### config.mk
export PLATFORM = sky130hd
export DESIGN_NAME = quad_track_counter
export DESIGN_NICKNAME = d
export VERILOG_FILES = /design/src/rtl/quad_pkg.sv /design/src/rtl/quad_sync.sv /design/src/rtl/quad_phase_fsm.sv /design/src/rtl/quad_position.sv /design/src/rtl/quad_track_counter.sv
export SDC_FILE = /design/constraint.sdc
export NUM_CORES = 1
export LEC_CHECK = 0
export BUFFER_PORTS_ARGS = -buffer_cell sky130_fd_sc_hd__buf_2
export CAP_MARGIN = 15
export CORE_MARGIN = 10
export CORE_UTILIZATION = 45
export DETAILED_ROUTE_END_ITERATION = 10
export PLACE_DENSITY = 0.65
export REMOVE_ABC_BUFFERS = 1
export SLEW_MARGIN = 20
export SYNTH_ARGS = -nofsm -noshare
export SYNTH_HDL_FRONTEND = slang
export SYNTH_HIERARCHICAL = 1
export SYNTH_SLANG_ARGS = --single-unit
### constraint.sdc
create_clock -name clk -period 4.3 [get_ports clk]
set_clock_uncertainty 0.15 [all_clocks]
set_input_delay 0.43 -clock clk [delete_from_list [all_inputs] [get_ports clk]]
set_output_delay 0.43 -clock clk [all_outputs]
set_load 0.02 [all_outputs]
### src/rtl/quad_pkg.sv
package quad_pkg;

    typedef enum logic [1:0] {
        PH_00 = 2'b00,
        PH_01 = 2'b01,
        PH_11 = 2'b11,
        PH_10 = 2'b10
    } phase_t;

    typedef enum logic [1:0] {
        STEP_HOLD,
        STEP_UP,
        STEP_DN,
        STEP_JUMP
    } step_t;

    typedef enum logic [1:0] {
        MODE_X4     = 2'b00,
        MODE_X2     = 2'b01,
        MODE_X1     = 2'b10,
        MODE_X4_ALT = 2'b11
    } mode_t;

    // True when a phase is a counting boundary in the given mode.
    function automatic logic on_boundary(phase_t ph, mode_t m);
        logic r;
        unique case (m)
            MODE_X2:     r = (ph == PH_00) || (ph == PH_11);
            MODE_X1:     r = (ph == PH_00);
            MODE_X4,
            MODE_X4_ALT: r = 1'b1;
        endcase
        return r;
    endfunction

endpackage

### src/rtl/quad_sync.sv
module quad_sync #(
    parameter int WIDTH  = 2,
    parameter int STAGES = 2
) (
    input  logic             clk,
    input  logic             rst_n,
    input  logic [WIDTH-1:0] din,
    output logic [WIDTH-1:0] dout
);

    logic [STAGES-1:0][WIDTH-1:0] chain;

    always_ff @(posedge clk or negedge rst_n) begin
        if (!rst_n) begin
            chain <= '0;
        end else begin
            chain[0] <= din;
            for (int i = 1; i < STAGES; i++) begin
                chain[i] <= chain[i-1];
            end
        end
    end

    assign dout = chain[STAGES-1];

endmodule

### src/rtl/quad_phase_fsm.sv
module quad_phase_fsm
    import quad_pkg::*;
(
    input  logic   clk,
    input  logic   rst_n,
    input  phase_t in_ph,
    output phase_t trk,
    output step_t  step
);

    phase_t trk_nxt;

    // State register: the tracking phase
    always_ff @(posedge clk or negedge rst_n) begin
        if (!rst_n) trk <= PH_00;
        else        trk <= trk_nxt;
    end

    // Step classification and next phase
    always_comb begin
        step = STEP_JUMP;
        unique case (trk)
            PH_00: unique case (in_ph)
                PH_00: step = STEP_HOLD;
                PH_01: step = STEP_UP;
                PH_10: step = STEP_DN;
                PH_11: step = STEP_JUMP;
            endcase
            PH_01: unique case (in_ph)
                PH_01: step = STEP_HOLD;
                PH_11: step = STEP_UP;
                PH_00: step = STEP_DN;
                PH_10: step = STEP_JUMP;
            endcase
            PH_11: unique case (in_ph)
                PH_11: step = STEP_HOLD;
                PH_10: step = STEP_UP;
                PH_01: step = STEP_DN;
                PH_00: step = STEP_JUMP;
            endcase
            PH_10: unique case (in_ph)
                PH_10: step = STEP_HOLD;
                PH_00: step = STEP_UP;
                PH_11: step = STEP_DN;
                PH_01: step = STEP_JUMP;
            endcase
        endcase
        // Legal steps move to the input, a jump reloads it, a clear
        // loads it: in every case the next phase is the input.
        trk_nxt = in_ph;
    end

endmodule

### src/rtl/quad_position.sv
module quad_position
    import quad_pkg::*;
#(
    parameter int CNT_W  = 32,
    parameter int WORD_W = 16,
    localparam int N_WORDS = CNT_W / WORD_W,
    localparam int SEL_W   = (N_WORDS > 1) ? $clog2(N_WORDS) : 1
) (
    input  logic              clk,
    input  logic              rst_n,
    input  logic              clr,
    input  logic              snap_req,
    input  logic [SEL_W-1:0]  word_sel,
    input  step_t             step,
    input  phase_t            old_ph,
    input  phase_t            new_ph,
    input  mode_t             mode,
    output logic              count_en,
    output logic              count_dir,
    output logic              lost_sync,
    output logic [CNT_W-1:0]  pos_q,
    output logic [CNT_W-1:0]  snap_q,
    output logic [WORD_W-1:0] rd_word
);

    logic hit;

    always_comb begin
        unique case (step)
            STEP_UP:   hit = on_boundary(new_ph, mode);
            STEP_DN:   hit = on_boundary(old_ph, mode);
            STEP_HOLD,
            STEP_JUMP: hit = 1'b0;
        endcase
    end

    always_ff @(posedge clk or negedge rst_n) begin
        if (!rst_n) begin
            pos_q     <= '0;
            snap_q    <= '0;
            count_en  <= 1'b0;
            count_dir <= 1'b0;
            lost_sync <= 1'b0;
        end else begin
            if (snap_req) snap_q <= pos_q;
            if (clr) begin
                pos_q     <= '0;
                count_en  <= 1'b0;
                lost_sync <= 1'b0;
            end else begin
                count_en <= hit;
                if (hit) begin
                    pos_q <= (step == STEP_UP) ? pos_q + CNT_W'(1)
                                               : pos_q - CNT_W'(1);
                end
                if (step == STEP_UP || step == STEP_DN) begin
                    count_dir <= (step == STEP_UP);
                end
                if (step == STEP_JUMP) lost_sync <= 1'b1;
            end
        end
    end

    assign rd_word = snap_q[int'(word_sel) * WORD_W +: WORD_W];

endmodule

### src/rtl/quad_track_counter.sv
module quad_track_counter
    import quad_pkg::*;
#(
    parameter int CNT_W       = 32,
    parameter int WORD_W      = 16,
    parameter int SYNC_STAGES = 2
) (
    input  logic              clk,
    input  logic              rst_n,
    input  logic              enc_a,
    input  logic              enc_b,
    input  logic [1:0]        cfg_mode,
    input  logic              clr,
    input  logic              snap_req,
    input  logic              word_sel,
    output logic              count_en,
    output logic              count_dir,
    output logic              lost_sync,
    output logic [WORD_W-1:0] rd_word
);

    logic [1:0]       sync_ab;
    phase_t           trk_ph;
    step_t            step_w;
    logic [CNT_W-1:0] pos_w;
    logic [CNT_W-1:0] snap_w;

    quad_sync #(.WIDTH(2), .STAGES(SYNC_STAGES)) u_sync (
        .clk  (clk),
        .rst_n(rst_n),
        .din  ({enc_a, enc_b}),
        .dout (sync_ab)
    );

    quad_phase_fsm u_fsm (
        .clk  (clk),
        .rst_n(rst_n),
        .in_ph(phase_t'(sync_ab)),
        .trk  (trk_ph),
        .step (step_w)
    );

    quad_position #(.CNT_W(CNT_W), .WORD_W(WORD_W)) u_pos (
        .clk      (clk),
        .rst_n    (rst_n),
        .clr      (clr),
        .snap_req (snap_req),
        .word_sel (word_sel),
        .step     (step_w),
        .old_ph   (trk_ph),
        .new_ph   (phase_t'(sync_ab)),
        .mode     (mode_t'(cfg_mode)),
        .count_en (count_en),
        .count_dir(count_dir),
        .lost_sync(lost_sync),
        .pos_q    (pos_w),
        .snap_q   (snap_w),
        .rd_word  (rd_word)
    );

endmodule

======== After elaboration in Yosys (flattened, before gate mapping) ========
Cells that the tools add are included.
W data, S select, Z words.
cells by class
  bitwise operators ....................... 1
  $add $sub $neg .......................... 2
  reductions and logical operators ........ 12
  equal/unequal tests ..................... 12
  shift operators ......................... 1
  multiplexer cells ....................... 14
operator list
  operator                 number
  $mux W32                 3
  $pmux W2 S4              5
  $add A32 B1 Y32 const B  1
  $shiftx A32 B6 Y16       1
  $sub A32 B1 Y32 const B  1
  $eq A2 B2 Y1 const B     8
  $pmux W1 S3              3
  $eq A2 B1 Y1 const B     4
  $logic_not A2 Y1         4
  $reduce_bool A2 Y1       2
  $reduce_or A2 Y1         2
  $logic_or A1 B1 Y1       3
  $mux W1                  3
  $reduce_and A2 Y1        1
  $not A1 Y1               1
storage, ports and cells
  register bits after elaboration ......... 73
  output and inout port bits .............. 19
  bits of input ports ..................... 9

======== Longest topological paths before layout ========
  word-level depth ........................ 8
  depth in mapped cells ................... 17

======== By module ========
Netlist, hierarchy kept.
by module, submodules not included
  module          area each (µm²)  sequential area each (µm²)  cells an instance  times used
  quad_position   4742.0           1676.6                      494                1
  quad_sync       115.1            100.1                       6                  1
  quad_phase_fsm  105.1            50.0                        11                 1

======== Least setup slack after synthesis ========
Ideal clock, no wire load.
  path type ............................... register to register
  start point ............................. register u_sync.chain, in the netlist u_sync/dout[1]
  end point ............................... register u_pos.pos_q[17]
  clock period less this slack ............ 3.712 ns
  stages on the path, launching flop included .. 14
  arrival time ............................ 3.442 ns
  slack ................................... 0.588 ns
  setup time .............................. 0.120 ns
  buffers on the path ..................... 1
  cells stage by stage .................... dfrtp_1 > buf_4 > o211ai_1 > o21ai_1 > ha_1 > inv_1 > ha_1 > a211oi_2 > o21ai_2 > o221ai_2 > o2bb2ai_2 > nor3_2 > or3_1 > a31o_2
on the way
  word-level cells in the longest chain between the ends .. 7
  elaborated cells between the ends (all ways) .. 21
RTL lines
  what                                                                    line                                      source
  start, declared                                                         quad_sync.sv:11                           logic [STAGES-1:0][WIDTH-1:0] chain;
  start signal, assigned by index                                         quad_sync.sv:19                           chain[i] <= chain[i-1];
  $eq A2 B1 Y1 (tied with other cells)                                    --
  $pmux W2 S4, on equally long branches                                   --
  $pmux W2 S4 *                                                           quad_phase_fsm.sv:22                      unique case (trk)
  net step_w[0]                                                           quad_track_counter.sv:24                  step_t step_w;
  $eq A2 B2 Y1 (tied with other cells)                                    quad_position.sv:29                       unique case (step)
  $reduce_or A2 Y1 / $mux W32 (equally long branches)                     quad_position.sv:29, quad_position.sv:53
  $pmux W1 S3 / $mux W32 (equally long branches)                          quad_position.sv:29, quad_position.sv:52
  $reduce_bool A2 Y1 (no source line) / $mux W32 (equally long branches)  --
  end signal, assigned                                                    quad_position.sv:53                       pos_q <= (step == STEP_UP) ? pos_q + CNT_W'(1)
  end, declared                                                           quad_position.sv:21                       output logic [CNT_W-1:0] pos_q,
The timed path passes the listed nets; every way through them passes the cells marked *. The select of a mux whose other input is x is not followed.
A chain may end at the register's enable or synchronous reset.

======== Final worst setup path ========
  start point ............................. register u_fsm.trk[1]
  end point ............................... register u_pos.pos_q[31]
on the way
  word-level cells in the longest chain between the ends .. 6
  elaborated cells between the ends (all ways) .. 17
RTL lines
  what                                                                    line                                      source
  start, declared                                                         quad_phase_fsm.sv:7                       output phase_t trk,
  start signal, assigned                                                  quad_phase_fsm.sv:16                      else trk <= trk_nxt;
  $eq A2 B2 Y1 (tied with other cells)                                    quad_phase_fsm.sv:22
  $pmux W2 S4 *                                                           quad_phase_fsm.sv:22
  net step_w[0]                                                           quad_track_counter.sv:24
  $eq A2 B2 Y1 (tied with other cells)                                    quad_position.sv:29
  $reduce_or A2 Y1 / $mux W32 (equally long branches)                     quad_position.sv:29, quad_position.sv:53
  $pmux W1 S3 / $mux W32 (equally long branches)                          quad_position.sv:29, quad_position.sv:52
  $reduce_bool A2 Y1 (no source line) / $mux W32 (equally long branches)  --
Marked as above.

==> results <==
- The flow ran to the end, and the final reports show no timing, DRC or antenna violations.
- Final hold analysis gives a worst-case slack of 31.88 ps.
- Setup violations remaining at the end of the flow were counted as 0.
- In this run the critical register-to-register path is captured at u_pos/pos_q[31].
- The worst register-to-register path begins at u_fsm/trk[1].
- Summing every instance area after synthesis gives 4962 sq um.
- The area of all sequential standard cells is 1827 sq um.
- The remaining antenna violation count is 0.
- The die covers 15630 sq um.
- The count of antenna diodes in the layout is 0.
- The endpoint arrival time on the critical path is 4070 ps.
- The count of cells in the finished layout, fillers not included, comes to around 680.
- The effective utilization at floorplan is 45.78%.
- The critical path buffer and inverter count is 3.
- The leakage power is ~2.6 nW.
- The number of clock buffers added by TritonCTS is 9.
- The floorplan has 38 rows.
- The layout has 1042 filler cells.
- After global routing the overflow that remains totals 0.
- Averaged over all synthesized cells, the footprint is 9.711 sq um.
- The TritonCTS clock tree is built.
- Summing over every cut layer, the via total after detailed routing is just under 4000.
- The number of different library cells used by synthesis comes to 62.
- The via density per instance is roughly 5.8.
- The post-synthesis sequential area ratio is between 30% and 40%.
- The fraction of final layout cells sized beyond drive strength 1 is 23.05%.
- The async set-reset flop share out of synthesis is 100.0%.
- The final routed DRC violation total is 0.
- The worst stage delay on the critical path is approximately 490 ps.
- Across the run, the number of max-cap violations was 0.
- The number of global-route vias before repair is around 4200.
- The largest individual stage delay along the critical path comes from the cell sky130_fd_sc_hd__o31ai_4.
- The most used flip-flop cell after synthesis is sky130_fd_sc_hd__dfrtp_1.
- The time the worst path needs with I/O delays and setup is slightly below 4000 ps.
- The number of buffers between clock root and the deepest sink is 2.
- The last weighted congestion value of the routability-driven placer is around 0.9.
- The most common cell after layout, fill and taps aside is sky130_fd_sc_hd__dfrtp_1.
- For this design, the sink count on the clock tree is between 70 and 80.
- STA classifies the critical path endpoint as a flop.
- The final critical path takes up 92.48% of the cycle.
- The total negative slack for setup checks is 0 ps.
- Relative to the synthesized area, the layout overhead comes to 10.19%.
- The global-route wire length before repair is ~21 mm.
- After detailed placement, the design holds a cell count of 658.
- Along the worst path, the maximum fanout reaches 12.
- In this run the count of I/O pins placed on the die edge is 28.
- For this design the ratio of total power to cell area is 576.7 nW/um^2.
- Synthesis produced approximately 510 cells.
- The die is 125.0 um wide.
- The setup check on the worst reg-to-reg path leaves a slack of roughly 320 ps.
- The vertical extent of the die is ~130 um.
- The number of synthesized register bits is 73.
- The count of warnings emitted by yosys is 6.
- The maximum number of pins on one net before global-route repair is between 70 and 80.
- The top cell types in the final layout, fill and taps aside, are 73 x sky130_fd_sc_hd__dfrtp_1, 65 x sky130_fd_sc_hd__nand2_1, 57 x sky130_fd_sc_hd__a21oi_1.
- After floorplanning, the core was sized to cover between 10000 and 15000 sq um.
- The final layout contains routed wiring with a total length of roughly 12 mm.
- The number of optimization iterations in the first detailed-route pass is 4.
- STA classifies the critical path startpoint as a flop.
- In the final layout, the multi-input gates occupy 2978 sq um.
- The path depth of the worst reg2reg path is 16.
- In this run the clock root is driven by a sky130_fd_sc_hd__clkbuf_8.
- CTS built an H-tree with a depth of 3.
- The classification of the worst-slack hold path is input pin to async pin.
- The final net count is a little under 600.
- The clock latency on the worst-skew pair is 380 ps.
- Grouping stages by cell kind, the critical path spends the most delay in compound AO/OA/AOI/OAI gates.
- The signal on the critical path passes through nand2_1 -> o21ai_0 -> o21ai_1 -> ha_1 -> clkinvlp_4 -> buf_4 -> buf_4 -> ha_1 -> o211ai_1 -> o21ai_2 -> o221ai_2 -> o31ai_4 -> a21boi_2 -> mux2i_1 -> xnor2_1 -> nor2_1.
- The overall global routing resource usage is between 10% and 20%.
- Setup repair after global routing left no endpoint under its margin.
- The worst setup path is of the flop to flop kind.
- The clock transition time at the flip-flop clock pins of the worst setup and hold paths is about 80 ps.
- The worst supply voltage drop on vdd is approximately 0.23 mV.
- The final-report max-slew violation count is 0.
- The initial antenna violation count is 0.
- The maximum clock frequency is approximately 250 MHz.
- The total of buffers placed on input and output ports is 27.
- The number of endpoints with negative hold slack in the final report came to 0.
- The number of flops mapped to enable cells by yosys is 0.
- The detailed-route wire length per cell is 18.41 um.
- For this block, the initial DRC count from the detailed router was around 200.
- Data on the critical path is required at its endpoint by ~4400 ps.
- In this run the tightest slew margin relative to its limit is between 30% and 40%.
- The placed wire-length estimate after detailed placement is around 9.0 mm.
- The pin slew with the least headroom to its limit is between 900 and 1000 ps.
## worst reg2reg max path: cells and delay by family (launching register included)
family          cells  cell delay [ps]
compound gates      7             1500
xor+xnor            1              140
fa+ha+maj           2              700
buf+inv             3              530
flops               1              450
mux                 1              210
simple gates        2              150
## what timing repair did
action	CTS	global route
buffers inserted	0	2
endpoints found under the hold margin	2	0
hold buffers	2	0
resized for setup	0	2
endpoints found under the setup margin	0	14
## cell usage after synthesis, types with 4 or more instances
cell type / n / area [sq um]
sky130_fd_sc_hd__dfrtp_1: 73 / 1827
sky130_fd_sc_hd__clkbuf_1: 15 / 56.30
sky130_fd_sc_hd__mux2_2: 48 / 540.5
sky130_fd_sc_hd__ha_1: 44 / 550.5
sky130_fd_sc_hd__inv_1: 15 / 56.30
sky130_fd_sc_hd__nand4_1: 6 / 37.54
sky130_fd_sc_hd__a21o_1: 6 / 45.04
sky130_fd_sc_hd__nor2_1: 32 / 120.1
sky130_fd_sc_hd__xor2_1: 10 / 87.58
sky130_fd_sc_hd__nand2_1: 65 / 244.0
sky130_fd_sc_hd__o21ai_1: 4 / 20.02
sky130_fd_sc_hd__xnor2_1: 17 / 148.9
sky130_fd_sc_hd__nand3_1: 9 / 45.04
sky130_fd_sc_hd__nor3_1: 7 / 35.03
sky130_fd_sc_hd__a211oi_1: 7 / 52.55
sky130_fd_sc_hd__o21ai_0: 17 / 85.08
sky130_fd_sc_hd__a21oi_1: 57 / 285.3
sky130_fd_sc_hd__a22o_1: 6 / 52.55
sky130_fd_sc_hd__buf_1: 4 / 15.01
## area by class of cell
cell class	count	share of cell area, %
Inverter	15	1.098
Multi-Input combinational cell	399	54.46
Timing Repair Buffer	35	3.707
Tap cell	140	3.204
Sequential cell	73	33.41
Clock buffer	10	2.517
Timing Repair inverter	1	0.1373
Clock inverter	5	1.465
## state kept, by name, summed over array words and instances, names as in the netlist
| name | count |
|---|---|
| u_pos/lost_sync | 1 |
| u_sync/chain | 2 |
| u_pos/count_en | 1 |
| u_pos/pos_q | 32 |
| u_pos/count_dir | 1 |
| u_pos/snap_q | 32 |
| u_sync/dout | 2 |
| u_fsm/trk | 2 |
## metal layers
| metal | GRT usage, % | up-vias | wire (um) |
|---|---|---|---|
| met5 | 0 | - | 0 |
| met4 | 8.130 | 0 | 342 |
| met3 | 3.000 | 25 | 461 |
| met2 | 26.04 | 68 | 5896 |
| met1 | 19.96 | 1919 | 5781 |
| li1 | - | 1899 | - |
## kinds of logic (layout without fill, tap and decap cells)
group,after synthesis,in the layout,share of synthesized area [%]
AO/OA/AOI/OAI,137,137,19.36
flip-flops,73,73,36.81
multiplexers,50,50,11.30
adder cells (fa/ha/maj),45,45,11.50
AND/OR/NAND/NOR,140,140,13.09
buffers and inverters,39,66,3.177
XOR/XNOR,27,27,4.765
## metrics by stage
step	total power [mW]	cell area, sq um	setup slack (ps)	utilization [%]
global placement	2.518	5204	343.1	48.00
floorplan	2.133	4861	599.3	-
detailed placement	2.532	5204	213.2	48.00
finish	3.153	5468	323.4	50.44
CTS	3.157	5441	193.2	50.20
global route	3.387	5468	99.41	50.44
## where the power goes
group	internal, mW	leakage, nW	switching (mW)	total (mW)
combinational	0.652	1.52	0.943	1.59
sequential	0.829	0.973	0.121	0.951
clock	0.338	0.104	0.270	0.608
total	1.82	2.59	1.33	3.15
## worst max path at each step
stage	startpoint	endpoint	slack, ps	cells past startpoint
floorplan	u_fsm/trk[1]	u_pos/pos_q[17]	600	13
global placement	u_fsm/trk[1]	u_pos/pos_q[31]	340	14
detailed placement	u_fsm/trk[1]	u_pos/pos_q[31]	210	14
CTS	u_fsm/trk[1]	u_pos/pos_q[31]	190	14
global route	u_fsm/trk[1]	u_pos/pos_q[31]	100	16
finish	u_fsm/trk[1]	u_pos/pos_q[31]	320	16
No activity file was read; power rests on OpenSTA's default activity.
